<file path="config.mk">
export PLATFORM = sky130hd
export DESIGN_NAME = irqd_dist
export DESIGN_NICKNAME = d
export VERILOG_FILES = /design/src/rtl/irqd_pkg.sv /design/src/rtl/irqd_decode.sv /design/src/rtl/irqd_edge.sv /design/src/rtl/irqd_fwd.sv /design/src/rtl/irqd_dist.sv
export SDC_FILE = /design/constraint.sdc
export NUM_CORES = 2
export LEC_CHECK = 0
export ABC_AREA = 1
export BUFFER_PORTS_ARGS = -buffer_cell sky130_fd_sc_hd__clkbuf_2
export CAP_MARGIN = 5
export CELL_PAD_IN_SITES_DETAIL_PLACEMENT = 1
export CELL_PAD_IN_SITES_GLOBAL_PLACEMENT = 2
export CORE_ASPECT_RATIO = 1.75
export CORE_MARGIN = 1
export CORE_UTILIZATION = 32
export DETAILED_ROUTE_END_ITERATION = 8
export GPL_TIMING_DRIVEN = 0
export PLACE_DENSITY_LB_ADDON = 0.1
export SLEW_MARGIN = 30
export SYNTH_ARGS = -nofsm -noshare
export SYNTH_HDL_FRONTEND = slang
export SYNTH_HIERARCHICAL = 1
export SYNTH_SLANG_ARGS = --single-unit
</file>
<file path="constraint.sdc">
create_clock -name clk -period 2.6 [get_ports clk]
set_input_delay 0.26 -clock clk [delete_from_list [all_inputs] [get_ports clk]]
set_output_delay 0.26 -clock clk [all_outputs]
set_load 0.03 [all_outputs]
</file>
<file path="src/rtl/irqd_pkg.sv">
package irqd_pkg;

    localparam int ADDR_W = 12;
    localparam int DATA_W = 32;

    // register window selected by the upper address bits
    typedef enum logic [3:0] {
        RG_NONE,
        RG_SYS,
        RG_ENSET,
        RG_ENCLR,
        RG_PEND,
        RG_PCLR,
        RG_PRIO,
        RG_TGT,
        RG_CFG
    } region_e;

endpackage

</file>
<file path="src/rtl/irqd_decode.sv">
module irqd_decode
    import irqd_pkg::*;
(
    input  logic [ADDR_W-1:0] addr,
    output region_e           region,
    output logic [7:0]        widx
);
    always_comb begin
        region = RG_NONE;
        widx   = '0;
        if (addr[1:0] == 2'b00) begin
            if (addr[11:7] == 5'b00000) begin
                region = RG_SYS;
                widx   = {3'b000, addr[6:2]};
            end else if (addr[11:7] == 5'b00010) begin
                region = RG_ENSET;
                widx   = {3'b000, addr[6:2]};
            end else if (addr[11:7] == 5'b00011) begin
                region = RG_ENCLR;
                widx   = {3'b000, addr[6:2]};
            end else if (addr[11:7] == 5'b00100) begin
                region = RG_PEND;
                widx   = {3'b000, addr[6:2]};
            end else if (addr[11:7] == 5'b00101) begin
                region = RG_PCLR;
                widx   = {3'b000, addr[6:2]};
            end else if (addr[11:10] == 2'b01) begin
                region = RG_PRIO;
                widx   = addr[9:2];
            end else if (addr[11:10] == 2'b10) begin
                region = RG_TGT;
                widx   = addr[9:2];
            end else if (addr[11:8] == 4'hC) begin
                region = RG_CFG;
                widx   = {2'b00, addr[7:2]};
            end
        end
    end
endmodule

</file>
<file path="src/rtl/irqd_edge.sv">
module irqd_edge #(
    parameter int WIDTH = 32
) (
    input  logic             clk,
    input  logic             rst_n,
    input  logic [WIDTH-1:0] sig_in,
    output logic [WIDTH-1:0] rise
);
    logic [WIDTH-1:0] prev_d, prev_q;

    always_comb begin
        prev_d = sig_in;
        rise   = sig_in & ~prev_q;
    end

    always_ff @(posedge clk) begin
        if (!rst_n) prev_q <= '0;
        else        prev_q <= prev_d;
    end
endmodule

</file>
<file path="src/rtl/irqd_fwd.sv">
module irqd_fwd #(
    parameter int NUM_CPUS = 4,
    parameter int SHR      = 32
) (
    input  logic                       fwd_en,
    input  logic [NUM_CPUS-1:0][31:0]  en_bank,
    input  logic [NUM_CPUS-1:0][31:0]  pe_bank,
    input  logic [SHR-1:0]             en_shr,
    input  logic [SHR-1:0]             pe_shr,
    input  logic [SHR-1:0][7:0]        tgt,
    output logic [NUM_CPUS-1:0]        irq
);
    for (genvar c = 0; c < NUM_CPUS; c++) begin : g_cpu
        logic hit;
        always_comb begin
            hit = |(en_bank[c] & pe_bank[c]);
            for (int j = 0; j < SHR; j++) begin
                if (en_shr[j] && pe_shr[j] && tgt[j][c]) hit = 1'b1;
            end
            irq[c] = fwd_en & hit;
        end
    end
endmodule

</file>
<file path="src/rtl/irqd_dist.sv">
module irqd_dist
    import irqd_pkg::*;
#(
    parameter int NUM_LINES = 64,
    parameter int NUM_CPUS  = 4
) (
    input  logic                    clk,
    input  logic                    rst_n,
    input  logic                    reg_wr,
    input  logic                    reg_rd,
    input  logic [11:0]             reg_addr,
    input  logic [31:0]             reg_wdata,
    input  logic [2:0]              reg_cpu,
    output logic [31:0]             reg_rdata,
    input  logic [NUM_CPUS*32-1:0]  irq_local,
    input  logic [NUM_LINES-33:0]   irq_shared,
    output logic [NUM_CPUS-1:0]     cpu_irq
);
    localparam int SHR = NUM_LINES - 32;
    localparam int EN_WORDS = NUM_LINES / 32;
    localparam logic [4:0] TYPE_N = 5'(EN_WORDS - 1);

    typedef struct packed {
        logic                      ctrl_en;
        logic [NUM_CPUS-1:0][31:0] en_bank;
        logic [SHR-1:0]            en_shr;
        logic [NUM_LINES-1:0]      cfg_edge;
        logic [NUM_LINES-1:0][7:0] prio;
        logic [SHR-1:0][7:0]       tgt;
        logic [NUM_CPUS-1:0][31:0] pl_bank;
        logic [SHR-1:0]            pl_shr;
    } dist_st_t;

    dist_st_t st_d, st_q;

    region_e    region;
    logic [7:0] widx;

    logic [NUM_CPUS*32-1:0]    rise_loc;
    logic [SHR-1:0]            rise_shr;
    logic [NUM_CPUS-1:0][31:0] pe_bank;
    logic [SHR-1:0]            pe_shr;
    logic [NUM_CPUS-1:0][31:0] clr_bank;
    logic [SHR-1:0]            clr_shr;
    logic [NUM_CPUS-1:0]       sel;

    irqd_decode u_dec (
        .addr   (reg_addr),
        .region (region),
        .widx   (widx)
    );

    irqd_edge #(.WIDTH(NUM_CPUS*32)) u_edge_loc (
        .clk    (clk),
        .rst_n  (rst_n),
        .sig_in (irq_local),
        .rise   (rise_loc)
    );

    irqd_edge #(.WIDTH(SHR)) u_edge_shr (
        .clk    (clk),
        .rst_n  (rst_n),
        .sig_in (irq_shared),
        .rise   (rise_shr)
    );

    // requester select: only valid processor numbers reach a private copy
    always_comb begin
        for (int c = 0; c < NUM_CPUS; c++) sel[c] = (int'(reg_cpu) == c);
    end

    // effective pending: level lines follow the pin, edge lines use the latch
    always_comb begin
        for (int c = 0; c < NUM_CPUS; c++) begin
            for (int i = 0; i < 32; i++) begin
                pe_bank[c][i] = st_q.cfg_edge[i] ? st_q.pl_bank[c][i] : irq_local[c*32+i];
            end
        end
        for (int j = 0; j < SHR; j++) begin
            pe_shr[j] = st_q.cfg_edge[32+j] ? st_q.pl_shr[j] : irq_shared[j];
        end
    end

    // pending-clear masks from the register port
    always_comb begin
        clr_bank = '0;
        clr_shr  = '0;
        if (reg_wr && region == RG_PCLR) begin
            for (int c = 0; c < NUM_CPUS; c++) begin
                if (sel[c] && widx == 8'd0) clr_bank[c] = reg_wdata;
            end
            for (int j = 0; j < SHR; j++) begin
                if (int'(widx) == (32 + j) / 32) clr_shr[j] = reg_wdata[(32 + j) % 32];
            end
        end
    end

    // next-state computation
    always_comb begin
        st_d = st_q;

        // edge latches: a new rising edge beats a clear in the same cycle
        for (int c = 0; c < NUM_CPUS; c++) begin
            for (int i = 0; i < 32; i++) begin
                st_d.pl_bank[c][i] = st_q.cfg_edge[i]
                    ? ((st_q.pl_bank[c][i] & ~clr_bank[c][i]) | rise_loc[c*32+i])
                    : 1'b0;
            end
        end
        for (int j = 0; j < SHR; j++) begin
            st_d.pl_shr[j] = st_q.cfg_edge[32+j]
                ? ((st_q.pl_shr[j] & ~clr_shr[j]) | rise_shr[j])
                : 1'b0;
        end

        if (reg_wr) begin
            case (region)
                RG_SYS: begin
                    if (widx == 8'd0) st_d.ctrl_en = reg_wdata[0];
                end
                RG_ENSET, RG_ENCLR: begin
                    for (int c = 0; c < NUM_CPUS; c++) begin
                        if (sel[c] && widx == 8'd0) begin
                            if (region == RG_ENSET) st_d.en_bank[c] = st_q.en_bank[c] | reg_wdata;
                            else                    st_d.en_bank[c] = st_q.en_bank[c] & ~reg_wdata;
                        end
                    end
                    for (int j = 0; j < SHR; j++) begin
                        if (int'(widx) == (32 + j) / 32 && reg_wdata[(32 + j) % 32]) begin
                            st_d.en_shr[j] = (region == RG_ENSET);
                        end
                    end
                end
                RG_PRIO: begin
                    for (int l = 0; l < NUM_LINES; l++) begin
                        if (int'(widx) == l / 4) st_d.prio[l] = reg_wdata[8*(l%4) +: 8];
                    end
                end
                RG_TGT: begin
                    for (int j = 0; j < SHR; j++) begin
                        if (int'(widx) == (32 + j) / 4) st_d.tgt[j] = reg_wdata[8*((32 + j) % 4) +: 8];
                    end
                end
                RG_CFG: begin
                    for (int l = 16; l < NUM_LINES; l++) begin
                        if (int'(widx) == l / 16) st_d.cfg_edge[l] = reg_wdata[2*(l%16)+1];
                    end
                end
                default: ;
            endcase
        end

        // lines 0-15 are permanently edge-triggered
        st_d.cfg_edge[15:0] = '1;
    end

    always_ff @(posedge clk) begin
        if (!rst_n) begin
            st_q                 <= '0;
            st_q.cfg_edge[15:0]  <= '1;
        end else begin
            st_q <= st_d;
        end
    end

    // read multiplexer
    always_comb begin
        reg_rdata = '0;
        if (reg_rd) begin
            case (region)
                RG_SYS: begin
                    if (widx == 8'd0)      reg_rdata = {31'b0, st_q.ctrl_en};
                    else if (widx == 8'd1) reg_rdata = {27'b0, TYPE_N};
                end
                RG_ENSET, RG_ENCLR: begin
                    for (int c = 0; c < NUM_CPUS; c++) begin
                        if (sel[c] && widx == 8'd0) reg_rdata = st_q.en_bank[c];
                    end
                    for (int j = 0; j < SHR; j++) begin
                        if (int'(widx) == (32 + j) / 32) reg_rdata[(32 + j) % 32] = st_q.en_shr[j];
                    end
                end
                RG_PEND, RG_PCLR: begin
                    for (int c = 0; c < NUM_CPUS; c++) begin
                        if (sel[c] && widx == 8'd0) reg_rdata = pe_bank[c];
                    end
                    for (int j = 0; j < SHR; j++) begin
                        if (int'(widx) == (32 + j) / 32) reg_rdata[(32 + j) % 32] = pe_shr[j];
                    end
                end
                RG_PRIO: begin
                    for (int l = 0; l < NUM_LINES; l++) begin
                        if (int'(widx) == l / 4) reg_rdata[8*(l%4) +: 8] = st_q.prio[l];
                    end
                end
                RG_TGT: begin
                    for (int l = 0; l < 32; l++) begin
                        for (int c = 0; c < NUM_CPUS; c++) begin
                            if (int'(widx) == l / 4 && sel[c]) reg_rdata[8*(l%4)+c] = 1'b1;
                        end
                    end
                    for (int j = 0; j < SHR; j++) begin
                        if (int'(widx) == (32 + j) / 4) reg_rdata[8*((32 + j) % 4) +: 8] = st_q.tgt[j];
                    end
                end
                RG_CFG: begin
                    for (int l = 0; l < NUM_LINES; l++) begin
                        if (int'(widx) == l / 16) reg_rdata[2*(l%16)+1] = st_q.cfg_edge[l];
                    end
                end
                default: ;
            endcase
        end
    end

    irqd_fwd #(.NUM_CPUS(NUM_CPUS), .SHR(SHR)) u_fwd (
        .fwd_en  (st_q.ctrl_en),
        .en_bank (st_q.en_bank),
        .pe_bank (pe_bank),
        .en_shr  (st_q.en_shr),
        .pe_shr  (pe_shr),
        .tgt     (st_q.tgt),
        .irq     (cpu_irq)
    );
endmodule

</file>
==> results.py <==
metrics = {
    "setup_path": {
        "cp-start-kind": "input pin",
        "worst-path-buf-inv": 8,
        "crit_slowest_cell": "nand4_1",
        "cp_common_cell": "nor2_4",
        "crit_family": "simple AND/OR/NAND/NOR gates",
        "critPathMaxFanout": 4,
        "cp-end-kind": "output port",
        "timing.rr.end": "st_q[957]$_SDFFE_PN0P_",
        "cp.required_ns": 2.34,
        "worstReg2RegStart": "st_q[957]$_SDFFE_PN0P_",
        "reg2reg_depth": 3,
        "path_cells": "clkbuf_16 > inv_12 > buf_4 > buf_6 > nand3_4 > nand2_4 > nor2_4 > buf_8 > nor2_4 > buf_2 > inv_1 > nand2_2 > nor2_4 > nor2_4 > nand2_8 > nand2_8 > nand2_4 > o21ai_4 > nand4_1 > nor2_4 > nand3_2 > a21oi_4 > a21oi_4 > buf_8",
        "reg2reg_slack_ns": 1.59,
        "path_class": "in2out",
        "cp.arrival_ns": 4.98,
        "slowest_delay_ns": 0.84,
    },
    "layout": {
        "syn_to_final_growth_pct": 36.5,
        "final_core_util": 0.440,
        "nets": 9423,
        "drive_gt1_frac": 0.219,
        "fillers": 22000,
        "finalInstanceArea_um2": 79500,
    },
    "power": {
        "power_w": 0.0475,
        "leakagePower_nw": 33.2,
        "pwr_density_cell_nw_per_um2": 598,
        "ir_worst_vdd_v": 0.000495,
    },
    "route": {
        "drt_iter0_drc": 4997,
        "drtAntennaViolNets": 0,
        "wl_um": 429000,
        "dr_wl_met3_um": 27900,
        "firstDrtPassIters": 6,
        "vias_per_cell": 5.76,
        "drcViolationCount": 0,
        "top_layer": "met5",
        "vias": 67600,
        "wl_per_cell_um": 36.6,
        "met2_length_um": 199000,
        "wl_met1_um": 136000,
    },
    "run_status": {
        "status": "complete, but fails checks",
        "violations": "setup timing",
    },
    "hold_path": {
        "min-delay-start": "reg_wdata[7]",
        "hold_depth": 3,
        "whs_endpoint": "st_q[999]$_SDFFE_PN0P_",
        "hold_path.class": "in2reg",
    },
    "floorplan": {
        "core_area_um2": 180000,
        "rows": 206,
        "die_area_um2": 184000,
        "dieWidth_um": 324,
        "pin_count": 247,
        "initial_core_util": 0.323,
        "die_h_um": 566,
    },
    "sta": {
        "setup_violations": 260,
        "timing.final.crit_period_ns": 5.24,
        "skew_ns": 0.0211,
        "slew_viol_final": 0,
        "fmax_mhz": 191,
        "worstMarginPinSlew_ns": 1.44,
        "rsz0062_at_grt": "true",
        "whs_ns": 0.00280,
        "hold_viol": 0,
        "worst_slack_ns": -2.64,
        "relSlewSlack": 0.0306,
        "min_period_over_period": 2.02,
    },
    "global_routing": {
        "overflow": 0,
        "grt_pass1_vias": 67500,
        "antenna_found_initial": 41,
        "grt_pass1_wl_um": 568000,
        "grt_util_all_layers": 0.452,
        "grt_max_degree": 17,
    },
    "placement": {
        "gp_congestion": 1.11,
        "dp_hpwl_um": 332000,
        "post_dp_cell_area_um2": 64700,
        "place_ws_ns": -3.31,
        "portBuffers": 243,
    },
    "cts": {
        "clock_path_buffers": 4,
        "clk_pin_slew_ns": 0.06,
        "cts_max_level": 4,
        "clock_latency_ns": 0.82,
        "clkSinkCount": 1297,
        "clock-root-buffer": "clkbuf_16",
        "cts_tree": "yes",
        "cts_made_buffers": 148,
    },
    "synth": {
        "synthesis.area_um2": 58200,
        "synthCells": 8341,
        "ys_seq_area_frac": 0.446,
        "synth.area.top_cells": "dfxtp_1, nand2_1, a21oi_1",
        "synth-seq-cells": 1297,
        "yosysTopAreaCell": "dfxtp_1",
        "syn_avg_cell_area_um2": 6.98,
        "syn_nets": 8555,
        "ys_types": 45,
        "synth_top_area_share": 0.446,
        "ys_warn_count": 6,
    },
    "run": {
        "drv_cap": 0,
    },
}
-- kinds of logic after synthesis --
family	count (synthesis)	synth area share
adder cells (fa/ha/maj)	3	0.000645
flip-flops	1297	0.446
AND/OR/NAND/NOR	2926	0.211
AO/OA/AOI/OAI	2561	0.236
buffers and inverters	1554	0.106
-- how the worst max path moves through the flow --
stage / from / cells past startpoint / slack [ns] / endpoint
finish: reg_addr[11] / 24 / -2.64 / reg_rdata[25]
global route: reg_addr[10] / 26 / -2.56 / reg_rdata[25]
CTS: reg_addr[11] / 27 / -1.77 / reg_rdata[21]
detailed placement: reg_addr[11] / 22 / -3.31 / reg_rdata[31]
global placement: reg_addr[1] / 11 / -3.59 / st_q[36]$_SDFF_PN0_
floorplan: reg_addr[11] / 21 / -0.35 / reg_rdata[29]
-- layer usage --
metal | vias to the layer above | track usage
li1 | 29300 | -
met1 | 33200 | 0.421
met2 | 3296 | 0.739
met3 | 1728 | 0.104
met4 | 8 | 0.581
met5 | - | 0.00157
-- cells in the mapped netlist (all sizes together) --
master and count:
a2111oi 2, a211oi 154, a21boi 1, a21oi 1149, a221oi 5, a22o 1
a22oi 1, a31oi 26, a41oi 2, and2 3, buf 141, clkbuf 462
clkinv 2, dfxtp 1297, ha 3, inv 949, nand2 1758, nand3 401
nand3b 2, nand4 98, nor2 569, nor3 47, o2111ai 23, o211ai 38
o21ai 1074, o21bai 2, o221ai 62, o22ai 21, or2 48
-- layout by cell type (no fill, tap or decap), drive strengths merged, types with 9 or more instances in the layout --
master,n
dfxtp,1297
clkinvlp,9
or2,48
o2111ai,23
nor3,47
nand3,401
clkinv,36
o22ai,21
o221ai,62
a31oi,26
nor2,569
inv,948
a211oi,154
o211ai,38
clkbuf,871
diode,25
nand4,98
nand2,1758
o21ai,1074
a21oi,1149
dlygate4sd3,179
buf,478
-- worst min-delay path, stage by stage --
cell	delay [ns]
clkbuf_2	0.24
nand3_2	0.19
a21oi_1	0.07
-- per-stage QoR --
step / setup TNS (ns) / cells
final: -84.53 / 11700
after global routing: -118.63 / 11700
after CTS: -53.92 / 11600
after detailed placement: -1955.68 / 11000
after global placement: -2216.41 / 11000
after floorplan: -9.43 / 8341
-- power breakdown --
part	leakage [nW]	internal [W]	switching (W)
logic	20.3	0.00165	0.00403
registers	10.5	0.0200	0.000142
clock network	2.35	0.0122	0.00948
total	33.2	0.0339	0.0137
-- layout make-up --
| type | count | area (um2) | share of cell area |
|---|---|---|---|
| clock buffers | 207 | 4270 | 0.0537 |
| multi-input cells | 5490 | 30900 | 0.388 |
| inverters | 951 | 3710 | 0.0467 |
| plain buffers | 602 | 3730 | 0.0469 |
| clock inverters | 49 | 470 | 0.00592 |
| well taps | 2392 | 2990 | 0.0377 |
| diodes | 25 | 62.6 | 0.000787 |
| flip-flops and latches | 1297 | 26100 | 0.329 |
| repair buffers | 719 | 7260 | 0.0913 |
-- state kept, by name (all words and copies together), names as in the netlist, named ones only --
name and count:
u_edge_shr/prev_q 32, st_q 1009, u_edge_loc/prev_q 128
-- repair_timing --
item,in CTS,in global routing
endpoints found under the hold margin,341,0
hold buffers,179,0
setup buffers,134,97
cloned,5,6
pin swaps,265,295
gates resized for setup,1080,604
setup endpoints to repair,1170,983
Power figures use the tool's default switching activity.
